===== src/rtl/crbus_pkg.sv =====
package crbus_pkg;

  // Host operation codes
  typedef enum logic [1:0] {
    CR_OP_READ  = 2'd0,
    CR_OP_WRITE = 2'd1,
    CR_OP_RMW   = 2'd2,
    CR_OP_READB = 2'd3
  } cr_op_e;

  // Phase kind; the value is also the strobe bit position
  typedef enum logic [1:0] {
    CR_K_ADDR  = 2'd0,
    CR_K_DATA  = 2'd1,
    CR_K_WRITE = 2'd2,
    CR_K_READ  = 2'd3
  } cr_kind_e;

  localparam int unsigned CR_NSTB = 4;

endpackage


===== src/rtl/crbus_ack_poller.sv =====
module crbus_ack_poller #(
  parameter int unsigned POLL_CYC  = 2,
  parameter int unsigned MAX_POLLS = 4
) (
  input  logic clk,
  input  logic rst_n,
  input  logic arm_i,   // a new wait starts next cycle
  input  logic run_i,   // currently waiting on ack
  output logic tick_o,  // sample ack this cycle
  output logic last_o   // this check is the final one allowed
);

  localparam int unsigned PW = (POLL_CYC > 1) ? $clog2(POLL_CYC) : 1;
  localparam int unsigned CW = (MAX_POLLS > 1) ? $clog2(MAX_POLLS) : 1;

  logic [PW-1:0] poll_q, poll_d;
  logic [CW-1:0] chk_q, chk_d;

  assign tick_o = run_i && (poll_q == PW'(POLL_CYC - 1));
  assign last_o = (chk_q == CW'(MAX_POLLS - 1));

  always_comb begin
    poll_d = poll_q;
    chk_d  = chk_q;
    if (arm_i) begin
      poll_d = '0;
      chk_d  = '0;
    end else if (run_i) begin
      if (tick_o) begin
        poll_d = '0;
        if (!last_o) chk_d = chk_q + 1'b1;
      end else begin
        poll_d = poll_q + 1'b1;
      end
    end
  end

  always_ff @(posedge clk or negedge rst_n) begin
    if (!rst_n) begin
      poll_q <= '0;
      chk_q  <= '0;
    end else begin
      poll_q <= poll_d;
      chk_q  <= chk_d;
    end
  end

  generate
    if (POLL_CYC > 1) begin : g_gap
      p_tick_gap_r8: assert property (@(posedge clk) disable iff (!rst_n)
        tick_o |=> !tick_o);
    end
  endgenerate

endmodule


===== src/rtl/crbus_phase.sv =====
module crbus_phase
  import crbus_pkg::*;
#(
  parameter int unsigned DW         = 16,
  parameter int unsigned SETUP_LONG = 2,
  parameter int unsigned POLL_CYC   = 2,
  parameter int unsigned MAX_POLLS  = 4
) (
  input  logic               clk,
  input  logic               rst_n,
  input  logic               start_i,
  input  cr_kind_e           kind_i,
  input  logic [DW-1:0]      din_i,
  input  logic               ack_i,
  input  logic [DW-1:0]      dout_i,
  output logic [CR_NSTB-1:0] stb_o,
  output logic [DW-1:0]      din_o,
  output logic               din_vld_o,
  output logic [DW-1:0]      rdata_o,
  output logic               done_o,
  output logic               fail_o
);

  localparam int unsigned SW = $clog2(SETUP_LONG + 1);

  typedef enum logic [1:0] {PH_IDLE, PH_SETUP, PH_RISE, PH_FALL} ph_st_e;

  ph_st_e        st_q, st_d;
  cr_kind_e      kind_q, kind_d;
  logic [DW-1:0] din_q, din_d;
  logic [DW-1:0] rd_q, rd_d;
  logic [SW-1:0] cnt_q, cnt_d;
  logic          done_d, fail_d, done_q, fail_q;
  logic          arm, run, tick, last;

  assign run = (st_q == PH_RISE) || (st_q == PH_FALL);

  crbus_ack_poller #(.POLL_CYC(POLL_CYC), .MAX_POLLS(MAX_POLLS)) u_poll (
    .clk(clk), .rst_n(rst_n), .arm_i(arm), .run_i(run),
    .tick_o(tick), .last_o(last)
  );

  always_comb begin
    st_d   = st_q;
    kind_d = kind_q;
    din_d  = din_q;
    rd_d   = rd_q;
    cnt_d  = cnt_q;
    done_d = 1'b0;
    fail_d = 1'b0;
    arm    = 1'b0;
    case (st_q)
      PH_IDLE: if (start_i) begin
        st_d   = PH_SETUP;
        kind_d = kind_i;
        din_d  = din_i;
        cnt_d  = ((kind_i == CR_K_ADDR) || (kind_i == CR_K_DATA)) ?
                 SW'(SETUP_LONG - 1) : '0;
      end
      PH_SETUP: begin
        if (cnt_q == '0) begin
          st_d = PH_RISE;
          arm  = 1'b1;
        end else begin
          cnt_d = cnt_q - 1'b1;
        end
      end
      PH_RISE: if (tick) begin
        if (ack_i) begin
          st_d = PH_FALL;
          arm  = 1'b1;
          rd_d = dout_i;
        end else if (last) begin
          st_d   = PH_IDLE;
          fail_d = 1'b1;
        end
      end
      PH_FALL: if (tick) begin
        if (!ack_i) begin
          st_d   = PH_IDLE;
          done_d = 1'b1;
        end else if (last) begin
          st_d   = PH_IDLE;
          fail_d = 1'b1;
        end
      end
      default: st_d = PH_IDLE;
    endcase
  end

  always_ff @(posedge clk or negedge rst_n) begin
    if (!rst_n) begin
      st_q   <= PH_IDLE;
      kind_q <= CR_K_ADDR;
      din_q  <= '0;
      rd_q   <= '0;
      cnt_q  <= '0;
      done_q <= 1'b0;
      fail_q <= 1'b0;
    end else begin
      st_q   <= st_d;
      kind_q <= kind_d;
      din_q  <= din_d;
      rd_q   <= rd_d;
      cnt_q  <= cnt_d;
      done_q <= done_d;
      fail_q <= fail_d;
    end
  end

  assign stb_o     = (st_q == PH_RISE) ? (CR_NSTB'(1) << kind_q) : '0;
  assign din_o     = din_q;
  assign din_vld_o = (st_q != PH_IDLE);
  assign rdata_o   = rd_q;
  assign done_o    = done_q;
  assign fail_o    = fail_q;

  p_one_strobe_r7: assert property (@(posedge clk) disable iff (!rst_n)
    $onehot0(stb_o));

  p_din_hold_r5: assert property (@(posedge clk) disable iff (!rst_n)
    ((|stb_o) && $past(|stb_o)) |-> $stable(din_o));

  p_setup_first_r6: assert property (@(posedge clk) disable iff (!rst_n)
    $rose(|stb_o) |-> $past(din_vld_o));

  p_end_exclusive_r8: assert property (@(posedge clk) disable iff (!rst_n)
    !(done_o && fail_o));

endmodule


===== src/rtl/crbus_master.sv =====
module crbus_master
  import crbus_pkg::*;
#(
  parameter int unsigned DW          = 16,
  parameter int unsigned SETUP_LONG  = 2,
  parameter int unsigned POLL_CYC    = 500,
  parameter int unsigned TIMEOUT_CYC = 100000
) (
  input  logic          clk,
  input  logic          rst_n,
  input  logic          req_valid_i,
  output logic          req_ready_o,
  input  logic [1:0]    req_op_i,
  input  logic [DW-1:0] req_addr_i,
  input  logic [DW-1:0] req_wdata_i,
  input  logic [DW-1:0] req_mask_i,
  output logic          done_o,
  output logic          err_o,
  output logic [DW-1:0] rdata_o,
  output logic [DW-1:0] phy_din_o,
  output logic          phy_din_vld_o,
  output logic          phy_stb_addr_o,
  output logic          phy_stb_data_o,
  output logic          phy_stb_wr_o,
  output logic          phy_stb_rd_o,
  input  logic          phy_ack_i,
  input  logic [DW-1:0] phy_dout_i
);

  localparam int unsigned MAX_POLLS =
    (TIMEOUT_CYC / POLL_CYC) > 0 ? (TIMEOUT_CYC / POLL_CYC) : 1;

  typedef enum logic [2:0] {
    SQ_IDLE, SQ_RADDR, SQ_READ, SQ_WADDR, SQ_WDATA, SQ_WRITE
  } sq_st_e;

  sq_st_e        sq_q, sq_d;
  logic [DW-1:0] addr_q, addr_d, wd_q, wd_d, mask_q, mask_d, rdat_q, rdat_d;
  logic          wr_q, wr_d, kick_q, kick_d, done_q, done_d, err_q, err_d;

  cr_kind_e      ph_kind;
  logic [DW-1:0] ph_din, ph_rdata;
  logic          ph_done, ph_fail;
  logic [CR_NSTB-1:0] stb;
  cr_op_e        op;

  assign op = cr_op_e'(req_op_i);

  // Phase parameters chosen by sequencer state
  always_comb begin
    ph_kind = CR_K_ADDR;
    ph_din  = addr_q;
    case (sq_q)
      SQ_READ:  begin ph_kind = CR_K_READ;  ph_din = '0;   end
      SQ_WDATA: begin ph_kind = CR_K_DATA;  ph_din = wd_q; end
      SQ_WRITE: begin ph_kind = CR_K_WRITE; ph_din = wd_q; end
      default:  begin ph_kind = CR_K_ADDR;  ph_din = addr_q; end
    endcase
  end

  always_comb begin
    sq_d   = sq_q;
    addr_d = addr_q;
    wd_d   = wd_q;
    mask_d = mask_q;
    rdat_d = rdat_q;
    wr_d   = wr_q;
    kick_d = 1'b0;
    done_d = 1'b0;
    err_d  = 1'b0;
    if (sq_q == SQ_IDLE) begin
      if (req_valid_i) begin
        addr_d = req_addr_i;
        wd_d   = req_wdata_i;
        mask_d = req_mask_i;
        rdat_d = '0;
        wr_d   = (op == CR_OP_WRITE) || (op == CR_OP_RMW);
        sq_d   = (op == CR_OP_WRITE) ? SQ_WADDR : SQ_RADDR;
        kick_d = 1'b1;
      end
    end else if (ph_fail) begin
      sq_d   = SQ_IDLE;
      done_d = 1'b1;
      err_d  = 1'b1;
    end else if (ph_done) begin
      case (sq_q)
        SQ_RADDR: begin sq_d = SQ_READ; kick_d = 1'b1; end
        SQ_READ: begin
          rdat_d = ph_rdata;
          if (wr_q) begin
            wd_d   = (ph_rdata & ~mask_q) | wd_q;
            sq_d   = SQ_WADDR;
            kick_d = 1'b1;
          end else begin
            sq_d   = SQ_IDLE;
            done_d = 1'b1;
          end
        end
        SQ_WADDR: begin sq_d = SQ_WDATA; kick_d = 1'b1; end
        SQ_WDATA: begin sq_d = SQ_WRITE; kick_d = 1'b1; end
        default: begin sq_d = SQ_IDLE; done_d = 1'b1; end
      endcase
    end
  end

  always_ff @(posedge clk or negedge rst_n) begin
    if (!rst_n) begin
      sq_q   <= SQ_IDLE;
      addr_q <= '0;
      wd_q   <= '0;
      mask_q <= '0;
      rdat_q <= '0;
      wr_q   <= 1'b0;
      kick_q <= 1'b0;
      done_q <= 1'b0;
      err_q  <= 1'b0;
    end else begin
      sq_q   <= sq_d;
      addr_q <= addr_d;
      wd_q   <= wd_d;
      mask_q <= mask_d;
      rdat_q <= rdat_d;
      wr_q   <= wr_d;
      kick_q <= kick_d;
      done_q <= done_d;
      err_q  <= err_d;
    end
  end

  crbus_phase #(
    .DW(DW), .SETUP_LONG(SETUP_LONG), .POLL_CYC(POLL_CYC), .MAX_POLLS(MAX_POLLS)
  ) u_phase (
    .clk(clk), .rst_n(rst_n), .start_i(kick_q), .kind_i(ph_kind), .din_i(ph_din),
    .ack_i(phy_ack_i), .dout_i(phy_dout_i), .stb_o(stb), .din_o(phy_din_o),
    .din_vld_o(phy_din_vld_o), .rdata_o(ph_rdata), .done_o(ph_done), .fail_o(ph_fail)
  );

  assign phy_stb_addr_o = stb[CR_K_ADDR];
  assign phy_stb_data_o = stb[CR_K_DATA];
  assign phy_stb_wr_o   = stb[CR_K_WRITE];
  assign phy_stb_rd_o   = stb[CR_K_READ];
  assign req_ready_o    = (sq_q == SQ_IDLE);
  assign done_o         = done_q;
  assign err_o          = err_q;
  assign rdata_o        = rdat_q;

  p_busy_after_accept_r1: assert property (@(posedge clk) disable iff (!rst_n)
    (req_valid_i && req_ready_o) |=> !req_ready_o);

  p_idle_quiet_r7: assert property (@(posedge clk) disable iff (!rst_n)
    req_ready_o |-> !(phy_stb_addr_o || phy_stb_data_o || phy_stb_wr_o || phy_stb_rd_o));

  p_done_pulse_r9: assert property (@(posedge clk) disable iff (!rst_n)
    done_o |=> !done_o);

  p_err_with_done_r8: assert property (@(posedge clk) disable iff (!rst_n)
    err_o |-> (done_o && req_ready_o));

endmodule


===== config.mk =====
export PLATFORM = sky130hd
export DESIGN_NAME = crbus_master
export DESIGN_NICKNAME = d
export VERILOG_FILES = /design/src/rtl/crbus_pkg.sv /design/src/rtl/crbus_ack_poller.sv /design/src/rtl/crbus_phase.sv /design/src/rtl/crbus_master.sv
export SDC_FILE = /design/constraint.sdc
export NUM_CORES = 1
export LEC_CHECK = 0
export BUFFER_PORTS_ARGS = -buffer_cell sky130_fd_sc_hd__buf_2
export CORE_MARGIN = 2
export CORE_UTILIZATION = 55
export DETAILED_ROUTE_END_ITERATION = 12
export PLACE_DENSITY = 0.88
export RECOVER_POWER = 50
export SYNTH_ARGS = -nofsm -noshare
export SYNTH_HDL_FRONTEND = slang
export SYNTH_SLANG_ARGS = --single-unit

===== constraint.sdc =====
create_clock -name clk -period 2.3 [get_ports clk]
set_input_delay 0.115 -clock clk [delete_from_list [all_inputs] [get_ports clk]]
set_output_delay 0.115 -clock clk [all_outputs]
set_load 0.05 [all_outputs]

==> results of run 1 <==
-- cell usage after synthesis (2+ instances only) --
master | n | area, um2
dfrtp_1 | 128 | 3200
nor2_1 | 59 | 221
mux2_2 | 48 | 541
a21oi_1 | 20 | 100
nand2b_1 | 19 | 119
a22o_1 | 17 | 149
nand2_1 | 17 | 63.8
a221oi_1 | 16 | 140
o22a_1 | 16 | 140
o21ai_0 | 12 | 60.1
a21oi_2 | 10 | 87.6
clkbuf_1 | 10 | 37.5
buf_2 | 9 | 45.0
xor2_1 | 9 | 78.8
ha_1 | 8 | 100
inv_1 | 8 | 30.0
nor3_1 | 7 | 35.0
nand3_1 | 6 | 30.0
nand4_1 | 6 | 37.5
nor2b_1 | 6 | 37.5
and3_1 | 5 | 31.3
a31oi_1 | 4 | 25.0
and2_1 | 4 | 25.0
mux2i_1 | 4 | 40.0
nor3b_1 | 4 | 30.0
buf_1 | 3 | 11.3
buf_4 | 3 | 22.5
a211oi_1 | 2 | 15.0
a22oi_1 | 2 | 15.0
mux2_1 | 2 | 22.5
nor4_1 | 2 | 12.5
o21bai_1 | 2 | 15.0
o31ai_1 | 2 | 15.0
or3_1 | 2 | 12.5
xnor2_1 | 2 | 17.5
-- registers in the layout, summed over array words and instances, names as in the netlist --
register	flops
u_phase.st_q	2
done_o	1
u_phase.rdata_o	16
wr_q	1
rdata_o	16
u_phase.u_poll.poll_q	9
u_phase.cnt_q	2
u_phase.done_o	1
wd_q	16
u_phase.fail_o	1
kick_q	1
mask_q	16
sq_q	3
u_phase.u_poll.chk_q	8
err_o	1
u_phase.kind_q	2
addr_q	16
u_phase.din_o	16
-- power by group through the flow --
stage	Clock (uW)	Sequential, uW	Combinational [uW]
after global placement	0	3070	2000
after global routing	2650	3180	2400
after detailed placement	0	3110	2090
final	2560	3140	2270
after floorplan	0	3490	1120
after CTS	2510	3080	2220
-- worst paths after layout --
kind | startpoint | slack [ns] | endpoint | cells past startpoint
min reg2reg | rdata_o[0] | 0.50 | rdata_o[0] | 1
max reg2reg | u_phase.st_q[0] | 0.15 | u_phase.st_q[1] | 6
max | u_phase.st_q[0] | 0.15 | u_phase.st_q[1] | 6
min in group clk | phy_dout_i[8] | 0.34 | u_phase.rdata_o[8] | 3
max in group asynchronous | rst_n | 0.44 | u_phase.st_q[1] | 3
min | rst_n | 0.33 | addr_q[12] | 2
-- layer usage --
metal | GRT usage (%) | vias up | part of all wire [%]
li1 | - | 2120 | -
met1 | 37.3 | 2384 | 37
met2 | 54.8 | 271 | 51
met3 | 6.68 | 63 | 7.0
met4 | 16.8 | 0 | 4.8
met5 | 0 | - | 0
-- area by class of cell --
class	count	area, um2	area share (%)
clock inverter	14	130	1.71
sequential	128	3200	42.1
clock buffer	18	418	5.50
inverter	9	35.0	0.461
multi-input combinational	326	2360	31.1
tap	136	170	2.24
timing repair buffer	186	1280	16.9
-- per-stage QoR --
stage,std cells,utilization (%),power (uW)
after floorplan,490,-,4600
after global placement,716,62.5,5070
after detailed placement,716,62.5,5200
after CTS,817,74.6,7800
after global routing,817,74.3,8220
final,817,74.3,7970
-- critical path, delay by kind of cell (launching register included) --
| family | cells | cell delay (ns) |
|---|---|---|
| fa+ha+maj | 1 | 0.30 |
| buf+inv | 1 | 0.09 |
| simple gates | 1 | 0.40 |
| compound gates | 3 | 0.86 |
| flops | 1 | 0.43 |
-- cells by family (layout without fill, tap and decap cells) --
| kind of cell | after synthesis | after routing | synth area share (%) |
|---|---|---|---|
| simple gates | 145 | 145 | 13.0 |
| compound gates | 108 | 108 | 14.2 |
| buf+inv | 36 | 227 | 2.93 |
| xor+xnor | 11 | 11 | 1.68 |
| mux | 54 | 54 | 10.5 |
| flops | 128 | 128 | 55.9 |
| fa+ha+maj | 8 | 8 | 1.75 |
-- repair_timing --
item                                    in CTS  in global routing
setup buffers                                0                  0
hold buffers                                69                  0
endpoints found under the setup margin       0                 15
endpoints found under the hold margin      111                  0
resized for setup                            0                  1
==> flow_summary.toml, run 1 <==
[critical_path]
crit_path_max_incr_delay_ns = 0.52
path_max_fanout = 10
crit_type = "flip-flop to flip-flop"
worst_setup_path_start_kind = "flip-flop"
slowest_stage = "a211oi_1"
critPathRequiredTime_ns = 2.74
arrival_ns = 2.60
path_cells = "inv_1, ha_1, or2_2, a211oi_1, a21oi_1, a31oi_1"
end_kind = "flip-flop"

[die]
fp.coreArea_um2 = 10200
die_h_um = 106
io_pins = 110
die_w_um = 106
initial_core_util_pct = 56.0
dieArea_um2 = 11200
rows = 37

[global_routing]
grt_pass1_wl_um = 27000
grt_overflow = 0
grt_max_degree = 60
antenna_found_initial = 0
first_global_vias = 5076
grtUsageTotal_pct = 31.8

[finish]
stdcell_area_um2 = 7600
mostFrequentLayoutCells = "dfrtp_1 (128), buf_2 (90), dlygate4sd3_1 (69)"
drive_gt1_share_pct = 28.9
antenna_cells = 0
nFillCells = 627
area_delta_synth_final_pct = 32.7
final_common_cell = "dfrtp_1"
final_net_count = 746

[drt]
wl_um = 17200
first_pass_iters = 6
post_drt_wl_per_cell_um = 21.1
ant_nets = 0
vias_per_cell = 5.92
route.vias.total = 4838
drc = 0
initialDrtViolationCount = 487

[timing]
rsz0062_at_grt = "false"
fin_ws_ns = 0.146
timing.slew.headroom_pct = 24.4
hold_viol_final = 0
worst_slew_pin_slew_ns = 1.13
setup_viol = 0
setup_tns_ns = 0
maxSlewViolCount = 0
min_period_ns = 2.15
finalCritPeriodShare_pct = 93.7
fin_skew_ns = 0.0188
fmax_mhz = 464
hold-worst-slack_ns = 0.334

[synth]
yosys_most_used_dff = "dfrtp_1"
yosys.cell_types.count = 51
ys_ff_latch = 128
syn_nets = 568
synth-seq-area-share_pct = 55.9
syn_area_um2 = 5730
ys_async_sr_fraction_pct = 100
synth_enable_flop_cells = 0
ys.warnings.count = 0
syn_inst = 490
avgSynthCellArea_um2 = 11.7

[clock_network]
cts.sinks = 128
cts_buffers = 17
clock_tree.buffer_depth = 2
clk_latency_ns = 0.54
cts.clk_slew.worst_paths_ns = 0.08
root_buffer = "clkbuf_8"
ctsHtreeMaxLevel = 4
cts_tree = "yes"

[power]
comb_power_share_pct = 28.4
swShare_pct = 37.5
p_int_uw = 4980
switching_power_uw = 2980
power.density_nw_per_um2 = 1050
power_frac_clock_pct = 32.2
leakage_uw = 0.00364
p_seq_share_pct = 39.4
ir_worst_vdd_uv = 561

[placed_design]
port_buffers = 109
placed_cell_area_um2 = 6400
place_worst_setup_slack_ns = 0.237
dp_hpwl_um = 9310
finalWeightedCongestion = 0.904

[min_path]
min_path_type = "input port to async pin"

[run_status]
status = "finished, final reports clean"

[flow_run]
max_cap_violations = 0
Power figures use the tool's default switching activity.
==> run 2, diff against run 1 <==
- PLACE_DENSITY: 0.88 -> default
- PLACE_DENSITY_LB_ADDON: default -> 0.1
==> run 2 against run 1 <==
Effect of this change: sequential power shrank 3%; worst setup slack gained 0.044 ns; sequential cell count is the same; critical path type unchanged.
==> flow_summary.toml, run 2 (same netlist as run 1, synthesis figures left out) <==
[drt]
vias_per_cell = 5.56
wl_um = 14300
ant_nets = 0
initialDrtViolationCount = 218
route.vias.total = 4560
post_drt_wl_per_cell_um = 17.5
drc = 0
first_pass_iters = 4

[placed_design]
port_buffers = 109
dp_cells = 720
dp_hpwl_um = 9090
finalWeightedCongestion = 0.839

[global_routing]
grtUsageTotal_pct = 27.7
grt_overflow = 0
grt_max_degree = 54
antenna_found_initial = 0
grt_pass1_wl_um = 23600
first_global_vias = 4673

[timing]
hold_viol_final = 0
fin_skew_ns = 0.00875
maxSlewViolCount = 0
setup_viol = 0
worst_slew_pin_slew_ns = 1.38
min_period_ns = 2.11
fmax_mhz = 474
finalCritPeriodShare_pct = 91.7
rsz0062_at_grt = "false"
timing.slew.headroom_pct = 7.93
setup_tns_ns = 0

[critical_path]
worst_setup_path_start_kind = "flip-flop"
worst_r2r_path_depth = 7
r2r-end = "u_phase.u_poll.poll_q[6]"
end_kind = "flip-flop"
arrival_ns = 2.49
reg2reg_slack_ns = 0.19
critPathRequiredTime_ns = 2.68
path_max_fanout = 15
crit_type = "flip-flop to flip-flop"
rr_startpoint = "u_phase.st_q[0]"

[die]
io_pins = 110
die_h_um = 106
fp.coreArea_um2 = 10200
dieArea_um2 = 11200
die_w_um = 106
initial_core_util_pct = 56.0
rows = 37

[clock_network]
cts.clk_slew.worst_paths_ns = 0.06
cts.sinks = 128
clk_latency_ns = 0.53
ctsHtreeMaxLevel = 4
root_buffer = "clkbuf_8"
clock_tree.buffer_depth = 2
cts_setup_buffers = 0
cts_buffers = 17
cts_tree = "yes"

[finish]
mostFrequentLayoutCells = "dfrtp_1 (128), buf_2 (91), dlygate4sd3_1 (69)"
fin_cells = 820
drive_gt1_share_pct = 28.9
area_delta_synth_final_pct = 33.1
antenna_cells = 0
final_common_cell = "dfrtp_1"
final_net_count = 750

[power]
leakage_uw = 0.00364
ir_worst_vdd_uv = 701
power.density_nw_per_um2 = 1010
finalPower_uw = 7680

[min_path]
hold_start = "phy_dout_i[12]"
hold_end = "u_phase.rdata_o[12]"
min_path_type = "input port to flip-flop"
holdPathStages = 3

[flow_run]
max_cap_violations = 0

[run_status]
status = "finished, final reports clean"
[run 2: cell types whose count changed in the layout (fill, tap and decap cells not counted), moves of 2 or more]
cell,change
clkbuf_1,+2
inv_6,-5
clkbuf_8,+2
clkinv_4,-2
clkinvlp_4,+2
buf_4,+2
[run 2: worst max-delay path by stage]
stage	startpoint	end	slack, ns
2_1_floorplan	u_phase.st_q[0]	phy_stb_addr_o	0.15
3_3_place_gp	u_phase.st_q[0]	u_phase.u_poll.chk_q[1]	0.28
4_1_cts	u_phase.st_q[0]	u_phase.u_poll.chk_q[1]	0.13
3_5_place_dp	u_phase.st_q[0]	u_phase.u_poll.chk_q[1]	0.15
5_1_grt	u_phase.st_q[0]	u_phase.u_poll.poll_q[7]	0.02
6_report	u_phase.st_q[0]	u_phase.u_poll.poll_q[6]	0.19
[run 2: per-stage QoR]
stage / setup slack, ns / area, um2 / hold slack, ns / util [%]
finish: 0.190 / 7630 / 0.342 / 74.5
global route: 0.0185 / 7630 / 0.338 / 74.5
CTS: 0.129 / 7660 / 0.187 / 74.8
global placement: 0.278 / 6430 / 0.204 / 62.8
floorplan: 0.151 / 5730 / -0.181 / -
detailed placement: 0.153 / 6430 / 0.211 / 62.8
[run 2: timing repair]
| action | in CTS | in global routing |
|---|---|---|
| hold buffers | 69 | 0 |
| endpoints found under the hold margin | 119 | 0 |
| endpoints found under the setup margin | 0 | 3 |
| resized for setup | 0 | 1 |
[run 2: report_power, final]
part | leakage [uW] | switching [uW] | total [uW] | internal, uW
Clock | 0.000256 | 973 | 2450 | 1470
Combinational | 0.00170 | 1360 | 2170 | 811
Sequential | 0.00169 | 322 | 3060 | 2740
[run 2: critical path: stages (launching register included)]
cell,delay [ns]
dfrtp_1,0.44
inv_1,0.11
ha_1,0.36
nand2_1,0.18
nor3_4,0.17
a21oi_1,0.08
nor2b_2,0.50
nor3_1,0.13
[run 2: layout make-up]
class / count / area [um2]
Sequential cell: 128 / 3200
Clock inverter: 10 / 88.8
Multi-Input combinational cell: 326 / 2360
Clock buffer: 21 / 449
Inverter: 9 / 35.0
Timing Repair Buffer: 190 / 1320
Fill cell: 707 / 2610
Tap cell: 136 / 170
[run 2: layer usage]
layer,track usage [%],wire [um],up-vias,part of all wire [%]
li1,-,-,2140,-
met1,32.5,5590,2240,39
met2,47.7,7570,150,53
met3,7.30,757,30,5.3
met4,12.3,397,0,2.8
met5,0,0,-,0
